--- config.mk ---
export PLATFORM = sky130hd
export DESIGN_NAME = scanline_htiming
export DESIGN_NICKNAME = d
export VERILOG_FILES = /design/src/rtl/scanline_htiming.sv
export SDC_FILE = /design/constraint.sdc
export NUM_CORES = 1
export LEC_CHECK = 0
export BUFFER_PORTS_ARGS = -buffer_cell sky130_fd_sc_hd__clkbuf_2
export CAP_MARGIN = 0
export CORE_AREA = 5 5 42 44
export CTS_BUF_LIST = sky130_fd_sc_hd__clkbuf_8
export DETAILED_ROUTE_END_ITERATION = 16
export DIE_AREA = 0 0 47 49
export GPL_TIMING_DRIVEN = 0
export HOLD_SLACK_MARGIN = 0.08
export PLACE_DENSITY = 0.75
export SLEW_MARGIN = 20
export SYNTH_ARGS = -nofsm -noshare
export SYNTH_HDL_FRONTEND = slang
export SYNTH_SLANG_ARGS = --single-unit
export TNS_END_PERCENT = 50
--- constraint.sdc ---
create_clock -name clk -period 2.8 [get_ports clk]
set_input_delay 0.14 -clock clk [delete_from_list [all_inputs] [get_ports clk]]
set_output_delay 0.14 -clock clk [all_outputs]
set_load 0.05 [all_outputs]
--- src/rtl/scanline_htiming.sv ---
module scanline_htiming #(
  parameter int LINE_LEN  = 224,
  parameter int VID_LEN   = 128,
  parameter int RB_LEN    = 32,
  parameter int SYNC_LEN  = 16,
  parameter int BLANK_LEN = 48,
  localparam int CW = $clog2(LINE_LEN)
) (
  input  logic          clk,
  input  logic          rst,
  input  logic          ts_en,
  output logic [CW-1:0] hcount,
  output logic          vid_on,
  output logic          rborder_on,
  output logic          sync_on,
  output logic          blank_on,
  output logic          lborder_on,
  output logic          hrst_pulse,
  output logic          line_start
);
  localparam logic [CW-1:0] LAST_C  = CW'(LINE_LEN - 1);
  localparam logic [CW-1:0] RB_C    = CW'(VID_LEN);
  localparam logic [CW-1:0] SYNC_C  = CW'(VID_LEN + RB_LEN);
  localparam logic [CW-1:0] SYNCE_C = CW'(VID_LEN + RB_LEN + SYNC_LEN);
  localparam logic [CW-1:0] LB_C    = CW'(VID_LEN + RB_LEN + BLANK_LEN);
  localparam logic [CW-1:0] PRE_C   = CW'(VID_LEN + RB_LEN - 1);

  logic at_last;
  assign at_last = (hcount == LAST_C);

  always_ff @(posedge clk) begin
    if (rst) begin
      hcount     <= '0;
      hrst_pulse <= 1'b0;
      line_start <= 1'b0;
    end else if (ts_en) begin
      hcount     <= at_last ? '0 : hcount + 1'b1;
      hrst_pulse <= at_last;
      line_start <= (hcount == PRE_C);
    end
  end

  assign vid_on     = hcount < RB_C;
  assign rborder_on = (hcount >= RB_C) && (hcount < SYNC_C);
  assign sync_on    = (hcount >= SYNC_C) && (hcount < SYNCE_C);
  assign blank_on   = (hcount >= SYNC_C) && (hcount < LB_C);
  assign lborder_on = hcount >= LB_C;
endmodule

==> impl_metrics.toml <==
[setup_path]
cp.arrival_ns = 1.46
cp_slowest_stage_delay_ns = 0.32
crit_buf_inv = 2
required_ns = 2.66
setup.worst_path.start_class = "flip-flop"
end_kind = "output port"
crit_fanout = 9
crit_chain = "clkbuf_1, nand2b_1, a21oi_1, clkbuf_2"
path_delay_family = "buffers and inverters"
crit_type = "reg -> out"
slowest_stage = "dfxtp_1"

[grt]
grt_pass1_vias = 455
antenna_found_initial = 0
grt_pass1_wl_um = 2040
grt_usage_pct = 12.4
grt_max_degree = 10
gr-total-overflow = 0
use_met3_pct = 3.69
grt_util_met1_pct = 15.5
busiest_layer = "met2"
use_met2_pct = 17.0

[layout]
fin_area_um2 = 683
mostFrequentLayoutCell = "clkbuf_2"
layout_common_cells = "clkbuf_2, dfxtp_1, nand2_1, inv_1, nor2_1"
fin_nets = 89
num-fill-cells = 144
syn2layout_area_growth_pct = 28.2
n_antenna_cell = 0
layout-drive-gt1-share_pct = 26.5

[detailed_routing]
drt_iter0_markers = 7
vias = 528
ant_nets = 0
route.detailed.drc = 0
drt_wl_total_um = 1210
drt-pass1-iter-count = 4
viasPerCell = 5.33
routedWlPerCell_um = 12.2

[cts]
cts_sinks = 10
cts.clk_slew.worst_paths_ns = 0.05
cts-root-buf = "clkbuf_8"
cts_htree_levels = 1
cts_setup_buffers = 0
numCtsBuffers = 3
clk-insertion-delay-late_ns = 0.24
clock_path_buffers = 2
ctsHoldBuffers = 0
cts_tree = "built"
cts_resized = 0

[logic_synthesis]
syn_inst = 64
ys_ff_latch = 10
synth_cell_types = 29
synth_area_leader_cell = "dfxtp_1"
synth_area_leaders = "dfxtp_1, ha_1, nand2b_1, nand2_1, a21oi_1"
postSynthAreaPerCell_um2 = 8.33
synth_area_um2 = 533
yosys_warnings = 0
syn_nets = 69
synth_top_area_share_pct = 37.6
yosysSeqAreaShare_pct = 37.6

[timing]
whs_ns = 0.184
rsz0062_at_grt = "no"
slew_violations = 0
tightest_slew_ns = 0.405
setup_tns_ns = 0
period_needed_ns = 1.60
worst_slack_ns = 1.20
hold_viol_final = 0
setup_viol = 0
fin_skew_ns = 0.00198
fmax_ghz = 0.624
maxSlewHeadroom_pct = 73.0
finalCritPeriodShare_pct = 57.3

[pwr]
p_leak_nw = 0.287
power-per-cell-area_nw_per_um2 = 570
ir_drop_mv = 0.297

[die]
die-area_um2 = 2300
die_y_um = 49
start_util_pct = 38.0
io_pins = 18
rows = 14
die_x_um = 47
core_area_um2 = 1400

[run_status]
run_status = "complete, no violations"

[flow_run]
maxCapViolations = 0

[hold_path]
hold_class = "in -> reg"

[place]
placed_area_um2 = 628
gp_congestion = 0.731
dpl.hpwl_um = 904
portBuffers = 15
dp_slack_ns = 1.35
[final timing paths]
check	end	slack, ns	cells past startpoint	from
worst max-delay path	blank_on	1.20	4	hcount[5]
worst min register to register	line_start	0.47	2	line_start
worst max register to register	hcount[6]	1.34	4	hcount[0]
worst min-delay path	hcount[1]	0.18	3	ts_en
[final cells by class]
type	count	area, um^2	area share (%)
Buffer	3	18.8	2.75
Clock buffer	4	55.1	8.06
Inverter	5	18.8	2.75
Multi-Input combinational cell	46	295	43.2
Sequential cell	10	200	29.3
Tap cell	16	20.0	2.93
Timing Repair Buffer	15	75.1	11.0
[power breakdown]
group	internal, W	switching, W
Sequential	0.000147	0.00000742
Clock	0.000124	0.0000583
Combinational	0.0000141	0.0000385
[metrics by stage]
stage	util (%)	power, W	std cells
final	48.8	0.000389	99
after global routing	48.8	0.000409	99
after CTS	48.8	0.000395	99
after detailed placement	44.8	0.000210	95
after global placement	44.8	0.000209	95
after floorplan	-	0.000199	64
[synthesized netlist by cell type (all sizes together)]
library cell / count
xnor2: 1
o211ai: 2
o311ai: 1
clkbuf: 1
nand3: 1
buf: 2
o21ai: 2
a21oi: 4
mux2i: 1
and3: 2
inv: 5
a41oi: 1
dfxtp: 10
nand4: 3
nand2: 7
and4: 1
o41ai: 1
nor2b: 1
nor3b: 1
or4: 2
ha: 2
nor3: 2
nand2b: 4
nor2: 5
xor2: 2
[metal layers]
metal  vias up  share of wire, %
met5         -                 0
met4         0               2.4
met3         4               6.0
met2        14                47
met1       249                44
li1        261                 -
[flip-flops by register name (all words and copies together), names as in the netlist]
register,flops
hrst_pulse,1
line_start,1
hcount,8
[worst register-to-register path: stages, from the launching register on]
cell,delay [ns]
dfxtp_1,0.42
ha_1,0.24
nand4_1,0.20
o311ai_0,0.35
o41ai_1,0.12
[logic make-up (layout without fill, tap and decap cells)]
| logic type | count (synthesis) | count (layout) | synth area share [%] |
|---|---|---|---|
| AND/OR/NAND/NOR | 29 | 29 | 30.5 |
| AO/OA/AOI/OAI | 11 | 11 | 13.4 |
| flip-flops | 10 | 10 | 37.6 |
| buffers and inverters | 8 | 27 | 7.04 |
| XOR/XNOR | 3 | 3 | 4.93 |
| adder cells (fa/ha/maj) | 2 | 2 | 4.69 |
| multiplexers | 1 | 1 | 1.88 |
No activity file was read; power rests on OpenSTA's default activity.
